===== config.mk =====
export PLATFORM = sky130hd
export DESIGN_NAME = bitmat_permuter
export DESIGN_NICKNAME = d
export VERILOG_FILES = /design/src/rtl/bitmat_pkg.sv /design/src/rtl/bitmat_idx_swap.sv /design/src/rtl/bitmat_row_rot.sv /design/src/rtl/bitmat_col_stage.sv /design/src/rtl/bitmat_permuter.sv
export SDC_FILE = /design/constraint.sdc
export NUM_CORES = 1
export LEC_CHECK = 0
export ABC_AREA = 1
export BUFFER_PORTS_ARGS = -buffer_cell sky130_fd_sc_hd__buf_2
export CAP_MARGIN = 10
export CORE_AREA = 2 2 198 200
export CTS_CLUSTER_DIAMETER = 40
export DETAILED_ROUTE_END_ITERATION = 12
export DIE_AREA = 0 0 200 202
export PLACE_DENSITY = 0.65
export SLEW_MARGIN = 30
export SYNTH_ARGS = -nofsm -noshare
export SYNTH_HDL_FRONTEND = slang
export SYNTH_SLANG_ARGS = --single-unit
export TNS_END_PERCENT = 1

===== constraint.sdc =====
create_clock -name clk -period 0.8 [get_ports clk]
set_input_delay 0.04 -clock clk [delete_from_list [all_inputs] [get_ports clk]]
set_output_delay 0.04 -clock clk [all_outputs]
set_load 0.02 [all_outputs]

===== src/rtl/bitmat_pkg.sv =====
package bitmat_pkg;

  // Index whose bits a and b are exchanged.
  function automatic int xchg_bits(input int idx, input int a, input int b);
    int ba;
    int bb;
    ba = (idx >> a) & 1;
    bb = (idx >> b) & 1;
    return (ba == bb) ? idx : (idx ^ ((1 << a) | (1 << b)));
  endfunction

  // Source column feeding column c of row r after a left rotate by r.
  function automatic int rowrot_src(input int r, input int c, input int dim);
    return (c - r + dim) % dim;
  endfunction

  // Source row feeding row r when a column shifts up by sh inside its half.
  function automatic int quadrot_src(input int r, input int sh, input int half);
    return (r / half) * half + ((r % half) + sh) % half;
  endfunction

endpackage


===== src/rtl/bitmat_idx_swap.sv =====
module bitmat_idx_swap #(
  parameter int BITS = 256,
  parameter int A    = 0,
  parameter int B    = 4
) (
  input  logic [BITS-1:0] din,
  output logic [BITS-1:0] dout
);
  for (genvar i = 0; i < BITS; i++) begin : g_bit
    localparam int SRC = bitmat_pkg::xchg_bits(i, A, B);
    assign dout[i] = din[SRC];
  end
endmodule


===== src/rtl/bitmat_row_rot.sv =====
module bitmat_row_rot #(
  parameter int DIM = 16
) (
  input  logic [DIM*DIM-1:0] din,
  output logic [DIM*DIM-1:0] dout
);
  for (genvar r = 0; r < DIM; r++) begin : g_row
    for (genvar c = 0; c < DIM; c++) begin : g_col
      localparam int SC = bitmat_pkg::rowrot_src(r, c, DIM);
      assign dout[r*DIM+c] = din[r*DIM+SC];
    end
  end
endmodule


===== src/rtl/bitmat_col_stage.sv =====
module bitmat_col_stage #(
  parameter int DIM = 16,
  parameter int SEL = 0
) (
  input  logic [DIM*DIM-1:0] din,
  output logic [DIM*DIM-1:0] dout
);
  localparam int HALF = DIM / 2;
  localparam int SH   = 1 << SEL;

  for (genvar r = 0; r < DIM; r++) begin : g_row
    for (genvar c = 0; c < DIM; c++) begin : g_col
      if (((c >> SEL) & 1) == 1) begin : g_move
        localparam int SR = bitmat_pkg::quadrot_src(r, SH, HALF);
        assign dout[r*DIM+c] = din[SR*DIM+c];
      end else begin : g_keep
        assign dout[r*DIM+c] = din[r*DIM+c];
      end
    end
  end
endmodule


===== src/rtl/bitmat_permuter.sv =====
module bitmat_permuter #(
  parameter int DIM = 16
) (
  input  logic               clk,
  input  logic               rst_n,
  input  logic               in_valid,
  input  logic               mode,
  input  logic [DIM*DIM-1:0] in_data,
  output logic               out_valid,
  output logic [DIM*DIM-1:0] out_data
);
  localparam int LOGD = $clog2(DIM);
  localparam int BITS = DIM * DIM;
  localparam int LOGH = LOGD - 1;

  // Transpose: one index-bit exchange per column-index bit.
  logic [BITS-1:0] xp_chain [0:LOGD];
  assign xp_chain[0] = in_data;
  for (genvar k = 0; k < LOGD; k++) begin : g_xround
    bitmat_idx_swap #(.BITS(BITS), .A(k), .B(k + LOGD)) u_round (
      .din (xp_chain[k]),
      .dout(xp_chain[k+1])
    );
  end

  // Column grouping: quadrant exchange, row rotate, column rotate.
  logic [BITS-1:0] qswap;
  logic [BITS-1:0] rrot;
  logic [BITS-1:0] cr_chain [0:LOGH];

  bitmat_idx_swap #(.BITS(BITS), .A(LOGD - 1), .B(2*LOGD - 1)) u_qswap (
    .din (in_data),
    .dout(qswap)
  );
  bitmat_row_rot #(.DIM(DIM)) u_rrot (
    .din (qswap),
    .dout(rrot)
  );
  assign cr_chain[0] = rrot;
  for (genvar j = 0; j < LOGH; j++) begin : g_cstage
    bitmat_col_stage #(.DIM(DIM), .SEL(LOGH - 1 - j)) u_stage (
      .din (cr_chain[j]),
      .dout(cr_chain[j+1])
    );
  end

  logic [BITS-1:0] sel_result;
  assign sel_result = mode ? cr_chain[LOGH] : xp_chain[LOGD];

  always_ff @(posedge clk or negedge rst_n) begin
    if (!rst_n) begin
      out_valid <= 1'b0;
      out_data  <= '0;
    end else begin
      out_valid <= in_valid;
      if (in_valid) out_data <= sel_result;
    end
  end

  // Observation wire: input column 0.
  logic [DIM-1:0] col0_bits;
  for (genvar r = 0; r < DIM; r++) begin : g_c0
    assign col0_bits[r] = in_data[r*DIM];
  end

  p_valid_rise_r2: assert property (@(posedge clk) disable iff (!rst_n)
    in_valid |=> out_valid);
  p_valid_idle_r2: assert property (@(posedge clk) disable iff (!rst_n)
    !in_valid |=> !out_valid);
  p_data_hold_r2: assert property (@(posedge clk) disable iff (!rst_n)
    !in_valid |=> $stable(out_data));
  p_xpose_corner_r3: assert property (@(posedge clk) disable iff (!rst_n)
    (in_valid && !mode) |=> (out_data[1] == $past(in_data[DIM])));
  p_ones_kept_r4: assert property (@(posedge clk) disable iff (!rst_n)
    in_valid |=> ($countones(out_data) == $past($countones(in_data))));
  p_col0_row0_r4: assert property (@(posedge clk) disable iff (!rst_n)
    (in_valid && mode) |=> ($countones(out_data[DIM-1:0]) == $past($countones(col0_bits))));
endmodule


==> results.tsv, run 1 <==
metric	value	unit
global-route wire length before repair	81.3	mm
min cycle time layout	1170	ps
First-pass DRT Iterations	5	
Clk pwr share	41.5	%
Cell Area, Synth	0.0130	mm2
critical path launch point	out_data[209]	
CTS Hold Buffers Added	261	
Routed Wire Length	53.8	mm
overall global routing resource usage	25.5	%
count of cell types in the netlist	10	
Num CTS Buffers	42	
clk buf depth	3	
layout cell share with drive strength beyond 1	25.9	%
CTS sink cnt	257	
switching power	13.9	mW
sw frac	31.0	%
final number of setup-violating endpoints	258	
Top delay family on crit path	flip-flops	
Logic pwr share	24.2	%
worst-margin pin slew	500	ps
CP max stage delay	430	ps
worst hold margin	0.630	ps
relative slew slack	66.7	%
Die ar.	0.0404	mm2
vias per inst	4.78	
setup ws final	-374	ps
skew final	0	ps
die width	200	um
grt total ovfl	0	
CP Cell Sequence	buf_6	
final cell count without fillers	3232	
outcome	finished, violations left	
RSZ-0062 raised after global routing	true	
Worst-path clk slew	60	ps
vias in the first global route	15800	
Synth Register Bits	257	
DRC viols	0	
Int Pwr	31.0	mW
gpl congestion	0.896	
CP Depth	1	
Critical Path Sink Type	output pin	
largest net degree at the start of global routing	37	
PortBufs	516	
First DRT Iteration DRCs	967	
Crit Path Class	register to output pin	
DP Area	0.0169	mm2
crit path buf inv count	1	
dpl ws	-137	ps
Synthesis Warnings	0	
antenna violations before repair	1	
Cells after Synth	1857	
CTS tree	done	
FP Rows	72	
core area	0.0383	mm2
Die Span Y	202	um
failing checks	setup timing	
TNS Setup	-82410	ps
Hold/Removal Path Class	input pin to asynchronous set/reset pin	
final core occ	57.4	%
sequential power share	34.4	%
DP Cell Count	2894	
Startpoint Class	register	
wire per inst	16.6	um
Max Slew Vio Count	0	
post-route ant nets	0	
sequential fraction of the synthesis area	49.4	%
HPWL after DPL	34.7	mm
I/O Pins	517	
Final Net Count	2943	
fin crit share	147	%
Area Growth Syn to Fin	68.8	%
mean post-synth cell area	7.02	um2
routed via count	15500	
Clock Root Buffer	clkbuf_16	
Pwr Total	44.9	mW
Clock H-tree levels	2	
Final Instance Area	0.0220	mm2
clk_lat worst skew	540	ps
PD cells	2040	mW/mm2
net count after synthesis	2117	
fmax	852	MHz
final hold violation count	0	
worst r2r src	out_data[137]	
Initial Util	34.0	%
worst endpoint data arrival time	1130	ps
Pleak	12.5	nW
Worst EP required	760	ps
Max IR drop VDD	1.83	mV
Max Fanout on Critical Path	2	
Max Cap Violations	0	
Worst R2R Path Depth	3	
Slowest-stage cell, CP	dfrtp_1	
==> cells in the final DEF, fill, tap and decap left out, drive strengths merged <==
master / n
dlymetal6s4s: 3
dfrtp: 257
nand2: 1008
buf: 630
clkinv: 9
bufinv: 5
clkbuf: 50
clkinvlp: 5
inv: 248
nand3: 240
dlygate4sd3: 258
diode: 1
==> power groups by stage <==
stage	logic, mW	clock network, mW	registers [mW]
floorplan	2.89	0	17.0
global placement	8.45	0	15.3
global route	11.7	19.5	15.6
CTS	10.2	18.9	15.3
detailed placement	8.53	0	15.3
finish	10.9	18.6	15.4
==> kinds of logic (layout without fill, tap and decap cells) <==
family | after synthesis | after routing | synth area share (%)
buffers and inverters | 352 | 1208 | 12.4
flip-flops | 257 | 257 | 49.4
other | 0 | 1 | 0
AND/OR/NAND/NOR | 1248 | 1248 | 38.3
==> Yosys cell counts (all sizes together) <==
cell,n,area (um2)
dfrtp,257,6430
clkbuf,2,7.51
nand3,240,1200
inv,242,911
nand2,1008,3780
buf,108,693
==> registers in the layout, indices dropped and copies added (netlist names) <==
register   flops
out_data     256
out_valid      1
==> layout make-up <==
cell class | instances | area, um2
flip-flops and latches | 257 | 6430
inverters | 242 | 921
repair buffers | 892 | 7570
clock inverters | 25 | 318
fillers | 3141 | 16300
diodes | 1 | 2.50
well taps | 518 | 648
clock buffers | 49 | 1110
multi-input cells | 1248 | 4980
==> per-layer routing <==
metal	GRT usage [%]	wire [um]	share of wire [%]
met5	0	0	0
met4	14.4	3100	5.8
met3	7.04	5260	9.8
met2	42.9	25700	48
met1	29.1	19700	37
==> final timing paths <==
check	endpoint	slack, ps
worst max register to register	out_data[137]	-20
worst min register to register	out_data[14]	470
min in group clk	out_data[118]	20
worst min-delay path	out_data[203]	0.6
worst max-delay path	out_data[209]	-370
max in group asynchronous	out_data[250]	220
==> repair_timing <==
item | CTS | global route
buffers inserted | 0 | 2
resized for setup | 206 | 131
cloned | 0 | 0
endpoints found under the setup margin | 257 | 505
hold endpoints to repair | 513 | 4
Note: power is estimated with default switching activity, not from simulation.
==> run 2: changes to the inputs <==
==> constraint.sdc (replaced) <==
create_clock -name clk -period 0.8 [get_ports clk]
set_input_delay 0.2 -clock clk [delete_from_list [all_inputs] [get_ports clk]]
set_output_delay 0.2 -clock clk [all_outputs]
set_load 0.02 [all_outputs]
==> results.tsv, run 2 (synthesis gave the netlist of run 1 again) <==
metric	value	unit
Clock H-tree levels	2	
worst endpoint data arrival time	1170	ps
max FFs per register	256	
Top delay family on crit path	flip-flops	
post-route ant nets	0	
GRT met2 Usage	41.2	%
Initial Util	34.0	%
routing usage on met3	6.59	%
Worst R2R Setup Slack	80	ps
most common cell after layout, fill and taps aside	nand2_1	
Num CTS Buffers	46	
fmax	730	MHz
Crit Path Class	register to output pin	
Max Fanout on Critical Path	2	
FP Rows	72	
Fillers	3134	
Hold/Removal Path Class	input pin to register	
most flop-heavy register	out_data	
Worst EP required	600	ps
worst-margin pin slew	285	ps
First DRT Iteration DRCs	816	
worst r2r src	out_data[39]	
Max Cap Violations	0	
GR Util met1	29.1	%
Worst Setup EP	out_data[92]	
Final Net Count	2926	
TNS Setup	-125460	ps
final hold violation count	0	
overall global routing resource usage	25.3	%
final number of setup-violating endpoints	262	
CTS tree	done	
Worst R2R End	out_data[39]	
PD cells	2190	mW/mm2
Die ar.	0.0404	mm2
skew final	0	ps
most frequent cells in the layout	nand2_1 (1008), buf_2 (358), dfrtp_1 (253), dlygate4sd3_1 (247), inv_1 (239)	
CTS sink cnt	257	
HPWL after DPL	35.5	mm
Startpoint Class	register	
Worst R2R Path Depth	2	
vias in the first global route	15700	
Slowest-stage cell, CP	dfrtp_2	
failing checks	setup timing	
critical path launch point	out_data[92]	
Max Slew Vio Count	0	
setup ws final	-569	ps
Clock Root Buffer	clkbuf_16	
antenna violations before repair	1	
core area	0.0383	mm2
CP Depth	1	
final core occ	57.5	%
routed via count	15400	
min cycle time layout	1370	ps
clk buf depth	3	
largest net degree at the start of global routing	46	
gpl congestion	0.943	
fin crit share	171	%
outcome	finished, violations left	
RSZ-0062 raised after global routing	true	
crit path buf inv count	1	
Routed Wire Length	53.4	mm
dpl ws	-334	ps
Max IR drop VDD	1.51	mV
PortBufs	516	
CP Cell Sequence	buf_6	
CP max stage delay	470	ps
Worst-path clk slew	50	ps
clk_lat worst skew	550	ps
wire per inst	16.6	um
grt total ovfl	0	
Critical Path Sink Type	output pin	
I/O Pins	517	
DRC viols	0	
layout cell share with drive strength beyond 1	26.4	%
die width	200	um
gr busiest metal	met2	
Pleak	12.5	nW
Die Span Y	202	um
relative slew slack	81.0	%
vias per inst	4.78	
Largest regs	out_data: 256 flops, out_valid: 1 flops	
global-route wire length before repair	80.6	mm
Area Growth Syn to Fin	69.1	%
Post-CTS Setup Bufs	0	
First-pass DRT Iterations	6	
==> run 2: cell count changes in the layout (fill, tap and decap cells not counted), moves of 6 or more <==
cell           delta
buf_4             -6
bufinv_16         +6
clkbuf_16         +6
buf_6            -12
dlygate4sd3_1    -11
clkinv_4          -7
buf_2            +12
==> run 2: layer usage <==
metal,wire (um),share of wire (%),vias up
met5,0,0,-
met4,3330,6.2,0
met3,4920,9.2,193
met2,25100,47,843
met1,20100,38,7192
li1,-,-,7157
==> run 2: through the flow <==
stage | cells | hold WS [ps] | cell area (um2) | power, mW
floorplan | 1857 | -95.6 | 13100 | 19.9
global placement | 2889 | 0.188 | 16800 | 23.8
detailed placement | 2889 | -0.357 | 16800 | 23.9
CTS | 3217 | 0.346 | 21600 | 47.9
global route | 3217 | 21.5 | 22000 | 50.2
finish | 3218 | 32.9 | 22000 | 48.2
==> run 2: repair_timing <==
item | 4_1_cts | 5_1_grt
endpoints found under the hold margin | 506 | 0
gates resized for setup | 191 | 126
setup endpoints to repair | 257 | 260
hold buffers | 247 | 0
==> run 2: area by class of cell <==
class	instances	area, um2	area share, %
Sequential cell	257	6440	29.2
Inverter	242	923	4.19
Antenna cell	1	2.50	0.0114
Clock buffer	55	1290	5.85
Clock inverter	26	448	2.03
Tap cell	518	648	2.94
Multi-Input combinational cell	1248	4990	22.7
Timing Repair Buffer	871	7290	33.1
==> run 2: worst min-delay path by stage <==
stage | to | slack, ps | from | cells past startpoint
3_3_place_gp | out_data[196] | 0.2 | rst_n | 1
6_report | out_data[152] | 30 | in_data[137] | 5
3_5_place_dp | out_data[196] | -0.4 | rst_n | 1
5_1_grt | out_data[152] | 20 | in_data[137] | 5
2_1_floorplan | out_data[0] | -100 | rst_n | 0
4_1_cts | out_data[106] | 0.3 | in_data[166] | 5
==> run 2: where the power goes <==
| group | internal [mW] | switching [mW] |
|---|---|---|
| clock | 15.1 | 7.09 |
| sequential | 14.4 | 1.06 |
| combinational | 4.75 | 5.86 |
==> run 3: changes to the inputs <==
Settings changed: CORE_AREA 2 2 198 200 to default, CORE_UTILIZATION from default to 30, DIE_AREA 0 0 200 202 to default, HOLD_SLACK_MARGIN from default to 0.1, PLACE_DENSITY 0.65 to 0.59.
==> results.tsv, run 3 (synthesis gave the netlist of run 1 again) <==
metric	value	unit
largest net degree at the start of global routing	46	
CP Cell Sequence	buf_6	
crit path buf inv count	1	
Initial Util	30.7	%
PortBufs	516	
global-route wire length before repair	81.4	mm
CTS Hold Buffers Added	258	
CP Depth	1	
Largest regs	out_data: 256 flops, out_valid: 1 flops	
worst-margin pin slew	246	ps
failing checks	setup timing	
Worst R2R Path Depth	3	
Max Cap Violations	0	
wire per inst	16.1	um
FP Rows	75	
Die Span Y	210	um
First DRT Iteration DRCs	1220	
Ant. Diodes	0	
post-route ant nets	0	
Reg area	0.00643	mm2
Critical Path Sink Type	output pin	
RSZ-0062 raised after global routing	true	
Pwr Total	47.4	mW
worst r2r src	out_data[191]	
Clock Root Buffer	clkbuf_16	
grt total ovfl	0	
most frequent cells in the layout	nand2_1 (1008), buf_2 (375), dlygate4sd3_1 (257), dfrtp_1 (255), nand3_1 (240)	
die width	210	um
most flop-heavy register	out_data	
final core occ	52.0	%
fin crit share	170	%
Worst-path clk slew	50	ps
setup ws final	-562	ps
I/O Pins	517	
area of the multi-input gates	0.00498	mm2
vias per inst	4.63	
min cycle time layout	1360	ps
most common cell after layout, fill and taps aside	nand2_1	
Hold/Removal Path Class	input pin to asynchronous set/reset pin	
final hold violation count	0	
core area	0.0424	mm2
routed via count	15200	
Max IR drop VDD	1.46	mV
Fillers	3850	
PD cells	2150	mW/mm2
gpl congestion	0.940	
Num CTS Buffers	52	
overall global routing resource usage	23.2	%
layout cell share with drive strength beyond 1	26.1	%
antenna violations before repair	0	
fmax	734	MHz
Clock H-tree levels	2	
Worst R2R Setup Slack	-10	ps
CTS sink cnt	257	
DRC viols	0	
HPWL after DPL	36.4	mm
Max Fanout on Critical Path	2	
Startpoint Class	register	
Crit Path Class	register to output pin	
Routed Wire Length	52.9	mm
skew final	0	ps
CP max stage delay	440	ps
Final Net Count	2940	
worst endpoint data arrival time	1160	ps
CTS tree	done	
clk buf depth	3	
max FFs per register	256	
relative slew slack	83.6	%
Die ar.	0.0443	mm2
clk_lat worst skew	550	ps
Top delay family on crit path	flip-flops	
Pleak	12.5	nW
outcome	finished, violations left	
Area Growth Syn to Fin	69.4	%
vias in the first global route	15600	
Worst EP required	600	ps
final number of setup-violating endpoints	259	
Slowest-stage cell, CP	dfrtp_1	
First-pass DRT Iterations	5	
Worst R2R End	out_data[191]	
Max Slew Vio Count	0	
[run 3: per-stage QoR]
| step | instance area (um2) | setup TNS [ps] | std cells | worst slack [ps] | hold slack, ps |
|---|---|---|---|---|---|
| 6_report | 22100 | -127820 | 3295 | -562 | 58.4 |
| 5_1_grt | 22100 | -138860 | 3295 | -590 | 35.5 |
| 4_1_cts | 21900 | -138710 | 3295 | -593 | 6.00 |
| 3_5_place_dp | 16900 | -66750 | 2942 | -353 | 9.51 |
| 3_3_place_gp | 16900 | -64560 | 2942 | -338 | 7.75 |
| 2_1_floorplan | 13100 | -19980 | 1857 | -85.6 | -95.6 |
[run 3: power breakdown]
| group | switching, mW | total (mW) | internal (mW) |
|---|---|---|---|
| logic | 5.84 | 10.5 | 4.69 |
| clock network | 7.54 | 21.4 | 13.9 |
| registers | 1.04 | 15.4 | 14.4 |
[run 3: how the worst max path moves through the flow]
| stage | startpoint | to |
|---|---|---|
| global route | out_data[191] | out_data[191] |
| CTS | out_data[172] | out_data[172] |
| floorplan | mode | out_data[250] |
| detailed placement | mode | out_data[181] |
| finish | out_data[191] | out_data[191] |
| global placement | mode | out_data[181] |
[run 3: what timing repair did]
action                     in CTS  in global routing
pin swaps                       0                  2
gates resized for setup       217                 63
setup buffers                   3                  0
hold endpoints to repair      514                  7
setup endpoints to repair     257                263
[run 3: area by class of cell]
cell class / count / share of cell area (%)
Timing Repair Buffer: 879 / 33.0
Tap cell: 577 / 3.27
Inverter: 242 / 4.18
Sequential cell: 257 / 29.1
Clock inverter: 29 / 1.56
Multi-Input combinational cell: 1248 / 22.6
Clock buffer: 63 / 6.22
[run 3: routing by layer]
| layer | part of all wire (%) | track usage, % |
|---|---|---|
| met5 | 0 | 0 |
| met4 | 3.9 | 10.4 |
| met3 | 8.2 | 5.57 |
| met2 | 48 | 39.7 |
| met1 | 40 | 27.5 |
